<file path="src/rtl/mem_priv_sel.sv">
module mem_priv_sel #(
  parameter int XLEN = 32,
  parameter logic [31:0] NEW_SPEC_CODE = 32'h0001_1000
) (
  input  logic            clk,
  input  logic            rst_n,
  input  logic [1:0]      cur_priv,
  input  logic            is_fetch,
  input  logic [XLEN-1:0] status,
  input  logic [XLEN-1:0] xlat_reg,
  input  logic [31:0]     spec_version,
  output logic [1:0]      eff_priv,
  output logic            bare_mode
);
  localparam logic [1:0] PRIV_MACHINE = 2'd3;
  localparam int OVR_BIT  = 17;
  localparam int PREV_LO  = 11;
  localparam int OLD_VM_LO = 24;
  localparam int OLD_VM_W  = 5;

  logic       use_new;
  logic       new_bare;
  logic       old_bare;
  logic       borrow;
  logic [1:0] base_priv;
  logic       next_bare;

  generate
    if (XLEN == 64) begin : g_mode64
      assign new_bare = (xlat_reg[XLEN-1 -: 4] == 4'd0);
    end else begin : g_mode32
      assign new_bare = (xlat_reg[XLEN-1] == 1'b0);
    end
  endgenerate

  assign use_new   = (spec_version >= NEW_SPEC_CODE);
  assign old_bare  = (status[OLD_VM_LO +: OLD_VM_W] == '0);
  assign borrow    = !is_fetch && status[OVR_BIT];
  assign base_priv = borrow ? status[PREV_LO +: 2] : cur_priv;
  assign next_bare = use_new ? new_bare : old_bare;

  always_ff @(posedge clk) begin
    if (!rst_n) begin
      eff_priv  <= PRIV_MACHINE;
      bare_mode <= 1'b1;
    end else begin
      eff_priv  <= next_bare ? PRIV_MACHINE : base_priv;
      bare_mode <= next_bare;
    end
  end

  a_r1_reset_machine: assert property (@(posedge clk)
    $rose(rst_n) |-> (eff_priv == PRIV_MACHINE && bare_mode));

  a_r3_bare_is_machine: assert property (@(posedge clk) disable iff (!rst_n)
    bare_mode |-> eff_priv == PRIV_MACHINE);

  a_r4_fetch_current: assert property (@(posedge clk) disable iff (!rst_n)
    is_fetch |=> (bare_mode || eff_priv == $past(cur_priv)));

  a_r5_data_borrow: assert property (@(posedge clk) disable iff (!rst_n)
    (!is_fetch && status[OVR_BIT]) |=> (bare_mode || eff_priv == $past(status[PREV_LO +: 2])));

  a_r6_data_plain: assert property (@(posedge clk) disable iff (!rst_n)
    !status[OVR_BIT] |=> (bare_mode || eff_priv == $past(cur_priv)));

  a_r8_old_bare: assert property (@(posedge clk) disable iff (!rst_n)
    (spec_version < NEW_SPEC_CODE) |=> (bare_mode == ($past(status[OLD_VM_LO +: OLD_VM_W]) == 5'd0)));

endmodule

</file>
<file path="config.mk">
export PLATFORM = sky130hd
export DESIGN_NAME = mem_priv_sel
export DESIGN_NICKNAME = d
export VERILOG_FILES = /design/src/rtl/mem_priv_sel.sv
export SDC_FILE = /design/constraint.sdc
export NUM_CORES = 1
export LEC_CHECK = 0
export BUFFER_PORTS_ARGS = -buffer_cell sky130_fd_sc_hd__buf_2
export CAP_MARGIN = 40
export CORE_MARGIN = 8
export CORE_UTILIZATION = 14
export CTS_CLUSTER_DIAMETER = 120
export DETAILED_ROUTE_END_ITERATION = 8
export GPL_ROUTABILITY_DRIVEN = 0
export GPL_TIMING_DRIVEN = 0
export PLACE_DENSITY_LB_ADDON = 0.05
export SYNTH_ARGS = -nofsm -noshare
export SYNTH_HDL_FRONTEND = slang
export SYNTH_SLANG_ARGS = --single-unit
export TNS_END_PERCENT = 30
</file>
<file path="constraint.sdc">
create_clock -name clk -period 3.2 [get_ports clk]
set_clock_uncertainty 0.1 [all_clocks]
set_input_delay 0.16 -clock clk [delete_from_list [all_inputs] [get_ports clk]]
set_output_delay 0.16 -clock clk [all_outputs]
set_load 0.05 [all_outputs]
</file>
### Word-level counts from Yosys, hierarchy flattened

Cells that the tools add are included.

* register bits: 3
* bits of input ports: 101
* output and inout port bits: 3
* word-level logic and storage cells: 11

* magnitude comparators: 1
* mux-type cells: 2
* bitwise operators: 2
* reduce and logical (&&, ||, !) cells: 4

Operators by type and width (number)
* >= comparator 32 x 17 -> 1 bit (second input constant): 1
* zero test 5 bit: 1
* 2-to-1 mux 2 bit: 1
* NOT 1 bit: 2
* OR reduction 2 bit: 1
* logical AND 1 bit: 1
* zero test 1 bit: 1
* 2-to-1 mux 1 bit: 1

### Longest topological paths before layout

Gate-level depths: netlist of the first run.

* depth in word-level cells: 3
* gate-level depth with buffers: 4
* mapped depth without buffers: 4

### Worst setup path after synthesis of the first run

Ideal clock, no wire load.

* kind: input to register
* start: input port spec_version[14]
* end: register eff_priv[0]
* library setup time: 0.121 ns
* arrival time: 1.202 ns
* data required time: 2.979 ns
* path slack: 1.777 ns
* stages on the path: 3
* path buffers: 0
* cells stage by stage: or4_4 > a21oi_4 > mux2_2

* word-level cells in the longest chain between the ends: 3

Ends and longest elaborated chain
* start: declaration: RTL line 11 `input logic [31:0] spec_version,`
* >= comparator 32 x 17 -> 1 bit: RTL line 36 `assign use_new = (spec_version >= NEW_SPEC_CODE);`
* 2-to-1 mux 1 bit: RTL line 40 `assign next_bare = use_new ? new_bare : old_bare;`
* OR reduction 2 bit (no source line)
* end signal: assignment: RTL line 47 `eff_priv <= next_bare ? PRIV_MACHINE : base_priv;`
* end: declaration: RTL line 12 `output logic [1:0] eff_priv,`

Every way passes these cells.
A chain may end at the register's enable or synchronous reset.

### Worst setup path in the final report of the first run

* start: input port spec_version[14]
* end: register eff_priv[1]

The elaborated chain is that of the path after synthesis.

==> results.txt, run 1 <==
- Class of the most critical setup path: in2reg
* Clock tree buffer depth: 2
- Worst-Margin Slew: 0.325 ns
* Fill cell count: 168
- In this run the power density over the cells is 321 nW/um^2.
- Initial Utilization: 14.9%
* Power share of the sequential group: 27.6%
* Clock tree from TritonCTS: done
* Number of warnings printed during yosys synthesis: 0
- Ranked by instance count, the synthesized netlist is headed by nand3_1 (4), dfxtp_1 (3), nand2_1 (3), nor4_1 (3).
- Power Internal: 0.000107 W
- Yosys instantiated no cell more often than nand3_1.
- From left edge to right edge, the die measures 56.0 um.
- DRC marker count from the first detailed-route iteration: 4
* Leakage Power: 0.235 nW
- Inserted Clock Buffers: 3
- The die covers 3140 um^2.
* Vias after detailed routing: 341
* Worst-case headroom to the max-slew limit: 78.1%
* Largest net degree at the start of global routing: 7
- 104 I/O pins were placed.
- Hold buffers post-CTS: 0
- In this run the clock root is driven by a clkbuf_4.
- Setup violations remaining at the end of the flow were counted as 0.
* Hold Vio Cnt, Final: 0
- Fraction of layout cells with a size suffix above 1: 67.7%
- Floorplan Core Area: 1510 um^2
- Number of standard-cell rows in the floorplan: 14
* Per-instance average area after synthesis: 8.96 um^2
* Post-route cell area: 450 um^2
- Switching power total: 0.0000379 W
- Vias in the first global route: 426
* Count of pins over their slew limit: 0
- End point of the most critical hold path: bare_mode
* Shortest clock period the worst path allows after layout: 1.33 ns
- Per report_power, the clock group accounts for 46.0% of the total.
* Total detailed-routing wirelength: 878 um
* Maximum clock frequency: 752 MHz
- The final layout contains 167 nets.
- Async set-or-reset flop fraction in the synthesized netlist: 0%
- After clock tree synthesis, the repair step resized 0 gates.
- Status: finished, final reports clean
- After clock tree synthesis, the setup repair step added 0 buffers.
- Yosys attributes the largest share of cell area to dfxtp_1 (27%), mux2_2 (10%), mux2i_1 (8.9%), nand3_1 (8.9%), nor4_1 (8.4%).
- In this run the worst hold path is classified as in2reg.
* Post-Route Setup TNS: 0 ns
- For this design, the sink count on the clock tree is 3.
- Required time reported for the critical path endpoint: 3.22 ns
- Of the post-synthesis cell area, the dominant cell type holds 26.8%.
- Setup repair after global routing missed its margin: no
- Max_cap viols: 0
- Sequential elements use 26.8% of the synthesized area.
* Synthesized area: 224 um^2
- Number of search-and-repair iterations in the first detailed-routing pass: 3
- Critical path arrival: 1.35 ns
- In the routed design, unresolved DRC markers number 0.
- Library cell occupying the most area in the post-synthesis netlist: dfxtp_1
- The count of buffers added on input and output ports is 36.
- Global routing used 6.22% of the available tracks.
- Largest fanout of any net on the critical path: 3
- Once detail routing completed, the nets flagged for antenna violations numbered 0.
- Post-DP Area: 424 um^2
- Counting flops and latches in the post-synthesis netlist gives 3.
* DR vias/cell: 4.21
* Htree depth: 1
- The repair_antennas step left the layout with diodes totalling 0.
* Wire length of the first global-routing pass: 1570 um
* Number of nets in the synthesized netlist: 126
* Kind of end point of the critical path: flip-flop
- Synthesized netlist cell count: 25
- Most used flip-flop cell after synthesis: dfxtp_1
- EDFF count, synth: 0
* Synth unique cells: 13
- The total overflow left after global routing is 0.
* Combinational group share of total power: 26.4%
* Clk slew on worst S/H paths: 0.04 ns
* Max IR drop VDD: 0.131 mV
* Switching share of power: 26.2%
* Post-route clock period utilization: 41.6%
* WHS Path Cells: 3
- Measured along the y axis, the die boundary spans 56.0 um.
* Number of antenna violations at the first check in global routing: 0
- From synthesis to final layout, the design area changed by 101%.
- The worst setup path is launched from an input port.
* Wire per inst: 10.8 um
- Launch instance of the worst min-delay path: xlat_reg[31]
==> per-stage QoR <==
stage	hold slack [ns]	std cells	setup WS, ns	total power, W	util (%)
finish	0.121	81	1.87	0.000144	29.9
CTS	0.118	81	1.88	0.000150	29.9
floorplan	0.222	25	1.78	0.0000557	-
global route	0.156	81	1.83	0.000160	29.9
global placement	0.370	77	1.60	0.0000788	28.2
detailed placement	0.363	77	1.63	0.0000791	28.2
==> worst max-delay path by stage <==
stage,start,endpoint,slack [ns],depth (start not counted)
after global routing,spec_version[30],eff_priv[1],1.83,5
after floorplan,spec_version[14],eff_priv[0],1.78,3
after global placement,spec_version[23],eff_priv[1],1.60,5
final,spec_version[14],eff_priv[1],1.87,4
after CTS,spec_version[14],eff_priv[1],1.88,4
after detailed placement,spec_version[14],eff_priv[1],1.63,4
==> sequential cells by signal, indices dropped and copies added (netlist names) <==
signal / count
eff_priv: 2
bare_mode: 1
==> cell usage in the layout (no fill, tap or decap) <==
cell type	synthesis	final
mux2i_1	2	2
a21oi_4	1	1
nand4_2	1	1
clkbuf_4	0	3
nor4_1	3	3
buf_2	0	36
nand2b_1	1	1
nand2_1	3	3
dfxtp_1	3	3
mux2_1	1	1
nor2_1	1	1
clkbuf_1	0	1
nand3_1	4	4
nor3_1	2	2
mux2_2	2	2
or4_4	1	1
==> per-layer routing <==
layer	global-route usage [%]	share of wire (%)	up-vias
li1	-	-	176
met1	6.35	44	138
met2	8.72	44	27
met3	5.25	12	0
met4	3.09	0	0
met5	0	0	-
==> kinds of logic after synthesis <==
family | count (synthesis) | synth area share (%)
simple gates | 16 | 41.9
flops | 3 | 26.8
mux | 5 | 24.0
compound gates | 1 | 7.26
==> layout make-up <==
class                           count  area, um^2  area share, %
Sequential cell                     3        60.1           13.3
Multi-Input combinational cell     22         164           36.4
Tap cell                           16        20.0           4.44
Timing Repair Buffer               36         180           40.0
Clock buffer                        4        26.3           5.83
==> worst max-delay path, cell delays in order <==
cell and delay (ns):
buf_2 0.10, or4_4 0.54, a21oi_4 0.20, mux2_2 0.35
==> power groups by stage <==
stage | combinational, W | clock [W] | sequential (W)
2_1_floorplan | 0.00000865 | 0 | 0.0000470
3_3_place_gp | 0.0000384 | 0 | 0.0000404
3_5_place_dp | 0.0000387 | 0 | 0.0000404
4_1_cts | 0.0000388 | 0.0000709 | 0.0000398
5_1_grt | 0.0000419 | 0.0000779 | 0.0000400
6_report | 0.0000381 | 0.0000665 | 0.0000399
Note: power is estimated with default switching activity, not from simulation.
==> run 2, diff against run 1 <==
Settings changed: CORE_UTILIZATION 14 to 13.
Clock period 3.2 ns to 1.27 ns, I/O delays scaled along.
==> results.txt, run 2 (synthesis gave the netlist of run 1 again) <==
- Status: finished, final reports clean
* Inserted Clock Buffers: 3 (unchanged)
* Required time reported for the critical path endpoint: 1.28 ns (-1.94 ns)
- The number of top-level pins is 104 (unchanged).
- Worst-Margin Slew: 0.347 ns (+0.0221 ns)
* Max FFs per register: 2 (unchanged)
- TritonCTS built the clock tree.
* Nets@finish: 167 (unchanged)
* Post-Route Setup TNS: 0 ns (unchanged)
* Number of nets with antenna violations after detailed routing: 0 (unchanged)
- More flip-flops sit in one register than any other, and that register is eff_priv.
* Max_cap viols: 0 (unchanged)
- The total core area is 1670 um^2 (+11%).
- Clock tree buffer depth: 2 (unchanged)
* CTS Root Buffer Type: clkbuf_4
- Post-route clock period utilization: 95.2%
- Vias in the first global route: 393 (-7.7%)
- The number of rows in the core area came to 15 (+1).
- Post-cts sizing count: 0 (unchanged)
- The number of vias per cell after detailed routing is 3.99 (-5.3%).
* Setup repair after global routing missed its margin: no
* Hold Vio Cnt, Final: 0 (unchanged)
- Post-route worst hold slack: 0.0552 ns (-0.0662 ns)
- The number of design-rule violations left by the first detailed-router iteration was 1 (-3).
- Gr usage total: 6.27% (+0.051 points)
* Initial Utilization: 13.4% (-1.5 points)
- The number of inserted diodes was 0 (unchanged).
* Total detailed-routing wirelength: 1010 um (+15%)
* Largest registers: eff_priv: 2 flops, bare_mode: 1 flops
- Layout Area Growth over Synthesis: 102%
- The final cell count without fillers is 82 (+1.2%).
- The die area came to 3310 um^2 (+5.5%).
- Post-route cell area: 452 um^2 (+0.28%)
- The endpoint arrival time on the critical path is 1.22 ns (-0.13 ns).
* Htree depth: 1 (unchanged)
- The share of post-route cells with drive strength above 1 was 67.7% (unchanged).
- Largest fanout of any net on the critical path: 3 (unchanged)
* Category of the worst setup path launch point: input port
- The detailed-router iteration count before antenna repair was 2 (-1).
* Kind of end point of the critical path: flip-flop
- The height of the die is 57.5 um (+2.7%).
- The number of sinks driven by the clock tree was 3 (unchanged).
* Largest net degree at the start of global routing: 7 (unchanged)
- Total congestion overflow after global routing: 0 (unchanged)
- Number of placed instances, taps included: 78 (+1.3%)
- Number of antenna violations at the first check in global routing: 0 (unchanged)
- Hold buffers post-CTS: 0 (unchanged)
* Top library cells by usage in the layout, fill and taps aside: buf_2 (36), nand3_1 (4)
- The final routed DRC violation total was 0 (unchanged).
* Worst min-delay path category: in2reg
- Post-CTS setup-driven buffer insertion count: 0 (unchanged)
- The clock transition time at the flip-flop clock pins of the worst setup and hold paths was 0.04 ns (about the same).
- The count of final setup violators is 0 (unchanged).
- The first-pass GRT wire length was 1630 um (+3.5%).
- The worst-case vdd ir drop was 0.444 mV (+240%).
- For this run, the top clock speed supported by timing is 827 MHz.
* Count of pins over their slew limit: 0 (unchanged)
- The die span in x is 57.5 um (+2.7%).
* Worst-case headroom to the max-slew limit: 76.6% (-1.5 points)
* Vias after detailed routing: 327 (-4.1%)
* Most frequent standard cell in the layout excluding fill and tap cells: buf_2
- The count of buffers from port buffering was 36 (unchanged).
* Post-DP Area: 425 um^2 (+0.29%)
* Shortest clock period the worst path allows after layout: 1.21 ns
* Class of the most critical setup path: in2reg
- Wire per inst: 12.3 um (+13%)
- The leakage power of the design came to 0.235 nW (unchanged).
- Cell area power density: 796 nW/um^2 (+150%)
run 2: routing by layer:
| metal | GRT usage (%) | vias to the layer above | wire length [um] | part of all wire (%) |
|---|---|---|---|---|
| li1 | - | 176 | - | - |
| met1 | 4.39 | 139 | 311 | 31 |
| met2 | 13.2 | 12 | 600 | 60 |
| met3 | 3.36 | 0 | 94 | 9.3 |
| met4 | 2.14 | 0 | 0 | 0 |
| met5 | 0 | - | 0 | 0 |
run 2: power by group:
| group | switching (W) | internal (W) | leakage (nW) | total (W) |
|---|---|---|---|---|
| Sequential | 0.00000116 | 0.0000995 | 0.0249 | 0.000101 |
| Combinational | 0.0000448 | 0.0000513 | 0.195 | 0.0000962 |
| Clock | 0.0000452 | 0.000117 | 0.0150 | 0.000163 |
| Total | 0.0000912 | 0.000268 | 0.235 | 0.000359 |
run 2: final timing paths:
check | slack, ns | depth (start not counted) | to | from
worst max-delay path | 0.06 | 5 | eff_priv[0] | spec_version[30]
worst min-delay path | 0.06 | 3 | bare_mode | xlat_reg[31]
run 2: worst max-delay path, stage by stage:
cell	delay, ns
buf_2	0.09
nor4_1	0.36
nand4_2	0.17
a21oi_4	0.18
mux2_2	0.35
run 2: layout make-up:
class                      instances  area, um^2
clock buffer                       4        26.3
fill                             194        1220
multi-input combinational         22         164
sequential                         3        60.1
tap                               17        21.3
timing repair buffer              36         180
run 2: metrics by stage:
stage	setup slack, ns	power [W]	util [%]
2_1_floorplan	-0.0305	0.000140	-
3_3_place_gp	-0.220	0.000198	25.5
3_5_place_dp	-0.212	0.000199	25.5
4_1_cts	0.0346	0.000372	27.0
5_1_grt	0.00248	0.000386	27.0
6_report	0.0605	0.000359	27.0
